### src/rtl/evt_timer_pkg.sv
package evt_timer_pkg;

  localparam int ADDR_W   = 8;
  localparam int GCTL_W   = 2;
  localparam int MODE_LSB = 6;

  localparam logic [ADDR_W-1:0] OFF_CNT_LO = 8'h10;
  localparam logic [ADDR_W-1:0] OFF_CNT_HI = 8'h14;
  localparam logic [ADDR_W-1:0] OFF_PRD_LO = 8'h18;
  localparam logic [ADDR_W-1:0] OFF_PRD_HI = 8'h1C;
  localparam logic [ADDR_W-1:0] OFF_TCTL   = 8'h20;
  localparam logic [ADDR_W-1:0] OFF_GCTL   = 8'h24;
  localparam logic [ADDR_W-1:0] OFF_INT    = 8'h44;

  typedef enum logic [1:0] {
    MODE_OFF      = 2'b00,
    MODE_ONESHOT  = 2'b01,
    MODE_PERIODIC = 2'b10,
    MODE_RSVD     = 2'b11
  } mode_e;

endpackage

### src/rtl/evt_timer_regs.sv
module evt_timer_regs
  import evt_timer_pkg::*;
#(
  parameter int DATA_W = 32
) (
  input  logic                clk,
  input  logic                rst,
  input  logic                wr_en,
  input  logic [ADDR_W-1:0]   addr,
  input  logic [DATA_W-1:0]   wdata,
  input  logic                hit,
  output logic [DATA_W-1:0]   tctl_q,
  output logic [GCTL_W-1:0]   gctl_q,
  output logic [2*DATA_W-1:0] prd_q,
  output logic                released,
  output logic                run,
  output logic                cnt_lo_wr,
  output logic                cnt_hi_wr,
  output logic                int_wr
);

  localparam int HALVES = 2;

  mode_e mode;
  logic  tctl_wr;
  logic  gctl_wr;

  assign tctl_wr   = wr_en && (addr == OFF_TCTL);
  assign gctl_wr   = wr_en && (addr == OFF_GCTL);
  assign cnt_lo_wr = wr_en && (addr == OFF_CNT_LO);
  assign cnt_hi_wr = wr_en && (addr == OFF_CNT_HI);
  assign int_wr    = wr_en && (addr == OFF_INT);

  assign mode     = mode_e'(tctl_q[MODE_LSB+1:MODE_LSB]);
  assign released = &gctl_q;
  assign run      = released && ((mode == MODE_ONESHOT) || (mode == MODE_PERIODIC));

  // Period halves: one word register per half, offsets four bytes apart.
  for (genvar h = 0; h < HALVES; h++) begin : g_prd
    localparam logic [ADDR_W-1:0] HALF_OFF = OFF_PRD_LO + ADDR_W'(4 * h);
    logic half_wr;
    assign half_wr = wr_en && (addr == HALF_OFF);
    always_ff @(posedge clk) begin
      if (rst) begin
        prd_q[h*DATA_W +: DATA_W] <= '0;
      end else if (half_wr) begin
        prd_q[h*DATA_W +: DATA_W] <= wdata;
      end
    end
  end

  always_ff @(posedge clk) begin
    if (rst) begin
      gctl_q <= '0;
    end else if (gctl_wr) begin
      gctl_q <= wdata[GCTL_W-1:0];
    end
  end

  // Software write wins over a one-shot self-clear in the same cycle.
  always_ff @(posedge clk) begin
    if (rst) begin
      tctl_q <= '0;
    end else if (tctl_wr) begin
      tctl_q <= wdata;
    end else if (hit && (mode == MODE_ONESHOT)) begin
      tctl_q[MODE_LSB+1:MODE_LSB] <= MODE_OFF;
    end
  end

  p_oneshot_clear_r7: assert property (@(posedge clk) disable iff (rst)
    (hit && (mode == MODE_ONESHOT) && !tctl_wr)
      |=> ((mode == MODE_OFF) && $stable(tctl_q[MODE_LSB-1:0])
           && $stable(tctl_q[DATA_W-1:MODE_LSB+2])))
    else $error("one-shot event did not clear the mode field cleanly");

endmodule

### src/rtl/evt_timer_core.sv
module evt_timer_core #(
  parameter int DATA_W = 32
) (
  input  logic                clk,
  input  logic                rst,
  input  logic                released,
  input  logic                run,
  input  logic                cnt_lo_wr,
  input  logic                cnt_hi_wr,
  input  logic [DATA_W-1:0]   wdata,
  input  logic [2*DATA_W-1:0] prd,
  output logic [2*DATA_W-1:0] cnt_q,
  output logic                hit
);

  localparam int CNT_W = 2 * DATA_W;

  logic [CNT_W-1:0] cnt_nxt;

  assign hit = run && (cnt_q == prd);

  always_comb begin
    cnt_nxt = cnt_q;
    if (run) begin
      cnt_nxt = hit ? '0 : cnt_q + CNT_W'(1);
    end
    if (cnt_lo_wr) begin
      cnt_nxt[DATA_W-1:0] = wdata;
    end
    if (cnt_hi_wr) begin
      cnt_nxt[CNT_W-1:DATA_W] = wdata;
    end
  end

  always_ff @(posedge clk) begin
    if (rst || !released) begin
      cnt_q <= '0;
    end else begin
      cnt_q <= cnt_nxt;
    end
  end

  p_hold_zero_r3: assert property (@(posedge clk) disable iff (rst)
    !released |=> (cnt_q == '0))
    else $error("counter moved while timer held in reset");

  p_step_r4: assert property (@(posedge clk) disable iff (rst)
    (run && !hit && !cnt_lo_wr && !cnt_hi_wr)
      |=> (!released || (cnt_q == $past(cnt_q) + CNT_W'(1))))
    else $error("running counter did not advance by one");

  p_wrap_r5: assert property (@(posedge clk) disable iff (rst)
    (hit && !cnt_lo_wr && !cnt_hi_wr) |=> (cnt_q == '0))
    else $error("counter did not wrap after a period match");

  p_stopped_hold_r8: assert property (@(posedge clk) disable iff (rst)
    (!run && !cnt_lo_wr && !cnt_hi_wr) |=> (!released || $stable(cnt_q)))
    else $error("stopped counter changed");

endmodule

### src/rtl/evt_timer_irq.sv
module evt_timer_irq (
  input  logic clk,
  input  logic rst,
  input  logic hit,
  input  logic int_wr,
  input  logic wr_en_bit,
  input  logic wr_clr_bit,
  output logic ien_q,
  output logic status_q,
  output logic irq_o
);

  logic ien_nxt;
  logic status_nxt;

  assign ien_nxt    = int_wr ? wr_en_bit : ien_q;
  // A new event takes priority over a same-cycle write-one-to-clear.
  assign status_nxt = hit || (status_q && !(int_wr && wr_clr_bit));

  always_ff @(posedge clk) begin
    if (rst) begin
      ien_q    <= 1'b0;
      status_q <= 1'b0;
      irq_o    <= 1'b0;
    end else begin
      ien_q    <= ien_nxt;
      status_q <= status_nxt;
      irq_o    <= status_nxt && ien_nxt;
    end
  end

  p_event_sets_r9: assert property (@(posedge clk) disable iff (rst)
    hit |=> status_q)
    else $error("event did not set the status flag");

  p_w1c_r9: assert property (@(posedge clk) disable iff (rst)
    (int_wr && wr_clr_bit && !hit) |=> !status_q)
    else $error("status flag survived a clear write");

  p_irq_gate_r10: assert property (@(posedge clk) disable iff (rst)
    irq_o |-> (ien_q && status_q))
    else $error("interrupt high without flag and enable");

endmodule

### src/rtl/evt_timer64.sv
module evt_timer64
  import evt_timer_pkg::*;
#(
  parameter int DATA_W = 32
) (
  input  logic              clk,
  input  logic              rst,
  input  logic [ADDR_W-1:0] reg_addr,
  input  logic              reg_wr,
  input  logic [DATA_W-1:0] reg_wdata,
  output logic [DATA_W-1:0] reg_rdata,
  output logic              irq_o
);

  localparam int CNT_W = 2 * DATA_W;

  logic [DATA_W-1:0] tctl_q;
  logic [GCTL_W-1:0] gctl_q;
  logic [CNT_W-1:0]  prd_q;
  logic [CNT_W-1:0]  cnt_q;
  logic              released;
  logic              run;
  logic              cnt_lo_wr;
  logic              cnt_hi_wr;
  logic              int_wr;
  logic              hit;
  logic              ien_q;
  logic              status_q;
  logic [DATA_W-1:0] rd_mux;

  evt_timer_regs #(.DATA_W(DATA_W)) u_regs (
    .clk       (clk),
    .rst       (rst),
    .wr_en     (reg_wr),
    .addr      (reg_addr),
    .wdata     (reg_wdata),
    .hit       (hit),
    .tctl_q    (tctl_q),
    .gctl_q    (gctl_q),
    .prd_q     (prd_q),
    .released  (released),
    .run       (run),
    .cnt_lo_wr (cnt_lo_wr),
    .cnt_hi_wr (cnt_hi_wr),
    .int_wr    (int_wr)
  );

  evt_timer_core #(.DATA_W(DATA_W)) u_core (
    .clk       (clk),
    .rst       (rst),
    .released  (released),
    .run       (run),
    .cnt_lo_wr (cnt_lo_wr),
    .cnt_hi_wr (cnt_hi_wr),
    .wdata     (reg_wdata),
    .prd       (prd_q),
    .cnt_q     (cnt_q),
    .hit       (hit)
  );

  evt_timer_irq u_irq (
    .clk        (clk),
    .rst        (rst),
    .hit        (hit),
    .int_wr     (int_wr),
    .wr_en_bit  (reg_wdata[0]),
    .wr_clr_bit (reg_wdata[1]),
    .ien_q      (ien_q),
    .status_q   (status_q),
    .irq_o      (irq_o)
  );

  always_comb begin
    rd_mux = '0;
    case (reg_addr)
      OFF_CNT_LO: rd_mux = cnt_q[DATA_W-1:0];
      OFF_CNT_HI: rd_mux = cnt_q[CNT_W-1:DATA_W];
      OFF_PRD_LO: rd_mux = prd_q[DATA_W-1:0];
      OFF_PRD_HI: rd_mux = prd_q[CNT_W-1:DATA_W];
      OFF_TCTL:   rd_mux = tctl_q;
      OFF_GCTL:   rd_mux = DATA_W'(gctl_q);
      OFF_INT:    rd_mux = DATA_W'({status_q, ien_q});
      default:    rd_mux = '0;
    endcase
  end

  always_ff @(posedge clk) begin
    if (rst) begin
      reg_rdata <= '0;
    end else begin
      reg_rdata <= rd_mux;
    end
  end

endmodule

### config.mk
export PLATFORM = sky130hd
export DESIGN_NAME = evt_timer64
export DESIGN_NICKNAME = d
export VERILOG_FILES = /design/src/rtl/evt_timer_pkg.sv /design/src/rtl/evt_timer_regs.sv /design/src/rtl/evt_timer_core.sv /design/src/rtl/evt_timer_irq.sv /design/src/rtl/evt_timer64.sv
export SDC_FILE = /design/constraint.sdc
export NUM_CORES = 1
export LEC_CHECK = 0
export ABC_AREA = 0
export BUFFER_PORTS_ARGS = -buffer_cell sky130_fd_sc_hd__buf_2
export CAP_MARGIN = 20
export CORE_MARGIN = 1
export CORE_UTILIZATION = 40
export CTS_CLUSTER_DIAMETER = 80
export CTS_CLUSTER_SIZE = 24
export DETAILED_ROUTE_END_ITERATION = 16
export PLACE_DENSITY_LB_ADDON = 0.15
export SLEW_MARGIN = 15
export SYNTH_ARGS = -nofsm -noshare
export SYNTH_HDL_FRONTEND = slang
export SYNTH_SLANG_ARGS = --single-unit
export TNS_END_PERCENT = 100
### constraint.sdc
create_clock -name clk -period 3.8 [get_ports clk]
set_input_delay 0.76 -clock clk [delete_from_list [all_inputs] [get_ports clk]]
set_output_delay 0.76 -clock clk [all_outputs]
set_load 0.005 [all_outputs]
==> impl_metrics.tcl <==
set metrics [dict create \
    avgViaCountPerCell 6.13 \
    postSynthNetCount 1400 \
    cts-hold-fix-buffers 0 \
    cts_max_level 4 \
    mostFrequentLayoutCell "nand2_1" \
    final_util_pct 45.7 \
    num_antenna_cells 0 \
    dr_wl_met3_um 3510 \
    slew_viol_final 0 \
    cts_setup_buffers 0 \
    finalSetupTns_ps 0 \
    rr_startpoint "u_core.cnt_q[2]$_SDFFE_PP0P_" \
    finalSetupViolations 0 \
    critical_path_class "flip-flop to flip-flop" \
    synth_area_per_cell_um2 7.78 \
    grt_pass1_vias 9778 \
    die_w_um 164 \
    yosysUniqueCellTypes 70 \
    rsz0062_at_grt "false" \
    rows 59 \
    crit_path_end "u_core.cnt_q[57]$_SDFFE_PP0P_" \
    maxSlewHeadroom_pct 23.8 \
    r2r.worst_path.cells 7 \
    cap_violations 0 \
    synth_top_family_by_area "simple AND/OR/NAND/NOR gates" \
    die_h_um 164 \
    antenna_found_initial 0 \
    start_util_pct 40.6 \
    synth_xor_area_share_pct 8.89 \
    cts_buffers 17 \
    synth_compound_area_share_pct 18.5 \
    yosysWarnings 0 \
    ir_drop_mv 0.270 \
    p_leak_uw 0.00401 \
    final.period_utilization_pct 83.0 \
    drive_above_1_share_pct 14.6 \
    crit_path_start "u_core.cnt_q[2]$_SDFFE_PP0P_" \
    rrSetupSlack_ps 650 \
    grt_use_total_pct 31.6 \
    dpl.hpwl_um 29900 \
    endpoint_kind "flip-flop" \
    fill_cells 2658 \
    drc 0 \
    max_freq_mhz 317 \
    synth-seq-cells 197 \
    hold_viol 0 \
    dp_cells 1693 \
    grt_first_pass_wirelength_um 63100 \
    synth_mux_area_share_pct 3.80 \
    final_nets 1422 \
    clockBufferDepth 2 \
    crit_arrival_ps 3470 \
    pwr_density_cell_nw_per_um2 353 \
    num_vias 10600 \
    final_cell_mix "nand2_1 (253), dfxtp_1 (197), a21oi_1 (128), nor2_1 (114), xnor2_1 (77)" \
    met1Wirelength_um 18500 \
    die_area_um2 27000 \
    areaGrowthSynthToFinish_pct 12.6 \
    cts_tree "done" \
    portBuffers 75 \
    r2r_end "u_core.cnt_q[57]$_SDFFE_PP0P_" \
    ys_seq_area_share_pct 37.4 \
    cts_root_buf "clkbuf_16" \
    finalPower_uw 4200 \
    clock_skew_ps 13.5 \
    yosys.area_share.simple_pct 26.5 \
    finalWirelength_um 41700 \
    routedWlPerCell_um 24.2 \
    synth_edf_count 0 \
    pin_count 76 \
    core_area_um2 26000 \
    worstMarginPinSlew_ps 1130 \
    hold_path_class "flip-flop to flip-flop" \
    post_cts_resized 0 \
    gp_congestion 1.01 \
    netlist_area_um2 10500 \
    cp_max_fo 9 \
    synth-adder-area-share_pct 0.237 \
    drtIter0Drc 1278 \
    dr.pass1.iters 5 \
    clk_pin_slew_worst_paths_ps 90 \
    wl_met2_um 18500 \
    clk_latency_ps 440 \
    synth-main-ff-cell "dfxtp_1" \
    grt_max_degree 56 \
    fin_crit_ps 3150 \
    syn_inst 1355 \
    status "complete, no violations" \
    ant_nets 0 \
    start_kind "flip-flop" \
    globalRoute.totalOverflow 0 \
    cts_sinks 197 \
    synth-async-reset-ratio_pct 0 \
    stdcell_count 1725 \
    critPathRequiredTime_ps 4120 \
    top_layer_used "met4" \
]
synth_stat cells (7+ instances only):
library cell | number | area (um2)
a211oi_1 | 14 | 105
nor3_1 | 15 | 75.1
mux2_2 | 30 | 338
nor4_1 | 12 | 75.1
nand4_1 | 41 | 257
o21ai_0 | 25 | 125
o21ai_1 | 9 | 45.0
o22ai_1 | 18 | 113
clkbuf_1 | 86 | 323
and3_1 | 32 | 200
a221oi_1 | 31 | 272
a21oi_1 | 128 | 641
a31oi_1 | 17 | 106
inv_1 | 7 | 26.3
xnor2_1 | 77 | 674
buf_2 | 19 | 95.1
or3_1 | 11 | 68.8
nor2_1 | 117 | 439
nand3_1 | 57 | 285
xor2_1 | 30 | 263
and4_1 | 8 | 70.1
dfxtp_1 | 197 | 3940
a22oi_1 | 30 | 225
nand2_1 | 253 | 950
layer usage:
| metal | vias up | GRT usage (%) |
|---|---|---|
| met1 | 5141 | 43.7 |
| met3 | 80 | 6.09 |
| li1 | 4840 | - |
| met4 | 0 | 11.1 |
| met2 | 509 | 48.6 |
| met5 | - | 0 |
power breakdown:
group | internal [uW] | switching [uW]
combinational | 33.5 | 104
sequential | 2060 | 1.25
clock | 976 | 1020
state kept, by name (all words and copies together), names as in the netlist:
register,flops
u_irq.status_q,1
u_irq.irq_o,1
u_core.cnt_q,64
reg_rdata,32
u_regs.tctl_q,32
u_regs.prd_q,64
u_regs.gctl_q,2
u_irq.ien_q,1
metrics by stage:
stage | area [um2] | hold slack (ps) | setup WS [ps]
6_report | 11900 | 463 | 647
5_1_grt | 11900 | 476 | 682
4_1_cts | 11900 | 462 | 784
3_5_place_dp | 11200 | 450 | 742
3_3_place_gp | 11200 | 443 | 728
2_1_floorplan | 10500 | 434 | 1270
worst min path at each step:
stage,startpoint,endpoint,cells past startpoint
finish,u_regs.tctl_q[31]$_SDFFE_PP0P_,u_regs.tctl_q[31]$_SDFFE_PP0P_,2
global route,u_regs.tctl_q[17]$_SDFFE_PP0P_,u_regs.tctl_q[17]$_SDFFE_PP0P_,2
CTS,u_regs.tctl_q[17]$_SDFFE_PP0P_,u_regs.tctl_q[17]$_SDFFE_PP0P_,2
detailed placement,u_regs.tctl_q[17]$_SDFFE_PP0P_,u_regs.tctl_q[17]$_SDFFE_PP0P_,2
global placement,u_regs.tctl_q[10]$_SDFFE_PP0P_,u_regs.tctl_q[10]$_SDFFE_PP0P_,2
floorplan,u_regs.tctl_q[1]$_SDFFE_PP0P_,u_regs.tctl_q[1]$_SDFFE_PP0P_,2
final cells by class:
class | count | area [um2] | area share [%]
Multi-Input combinational cell | 1037 | 6130 | 51.7
Timing Repair Buffer | 116 | 698 | 5.88
Inverter | 8 | 30.0 | 0.253
Clock buffer | 17 | 425 | 3.58
Sequential cell | 197 | 3940 | 33.2
Clock inverter | 15 | 223 | 1.88
Tap cell | 335 | 419 | 3.53
cell families after synthesis:
group	count (synthesis)
AO/OA/AOI/OAI	308
multiplexers	35
buffers and inverters	121
adder cells (fa/ha/maj)	2
AND/OR/NAND/NOR	585
XOR/XNOR	107
flip-flops	197
worst max-delay path, stage by stage, from the launching register on:
cell     delay (ps)
dfxtp_1         580
and3_1          340
nand4_2         340
nor4_1          970
nand3_1         200
nor3_1          350
xnor2_1         170
o22ai_1          90
(Power assumes the default switching activity.)
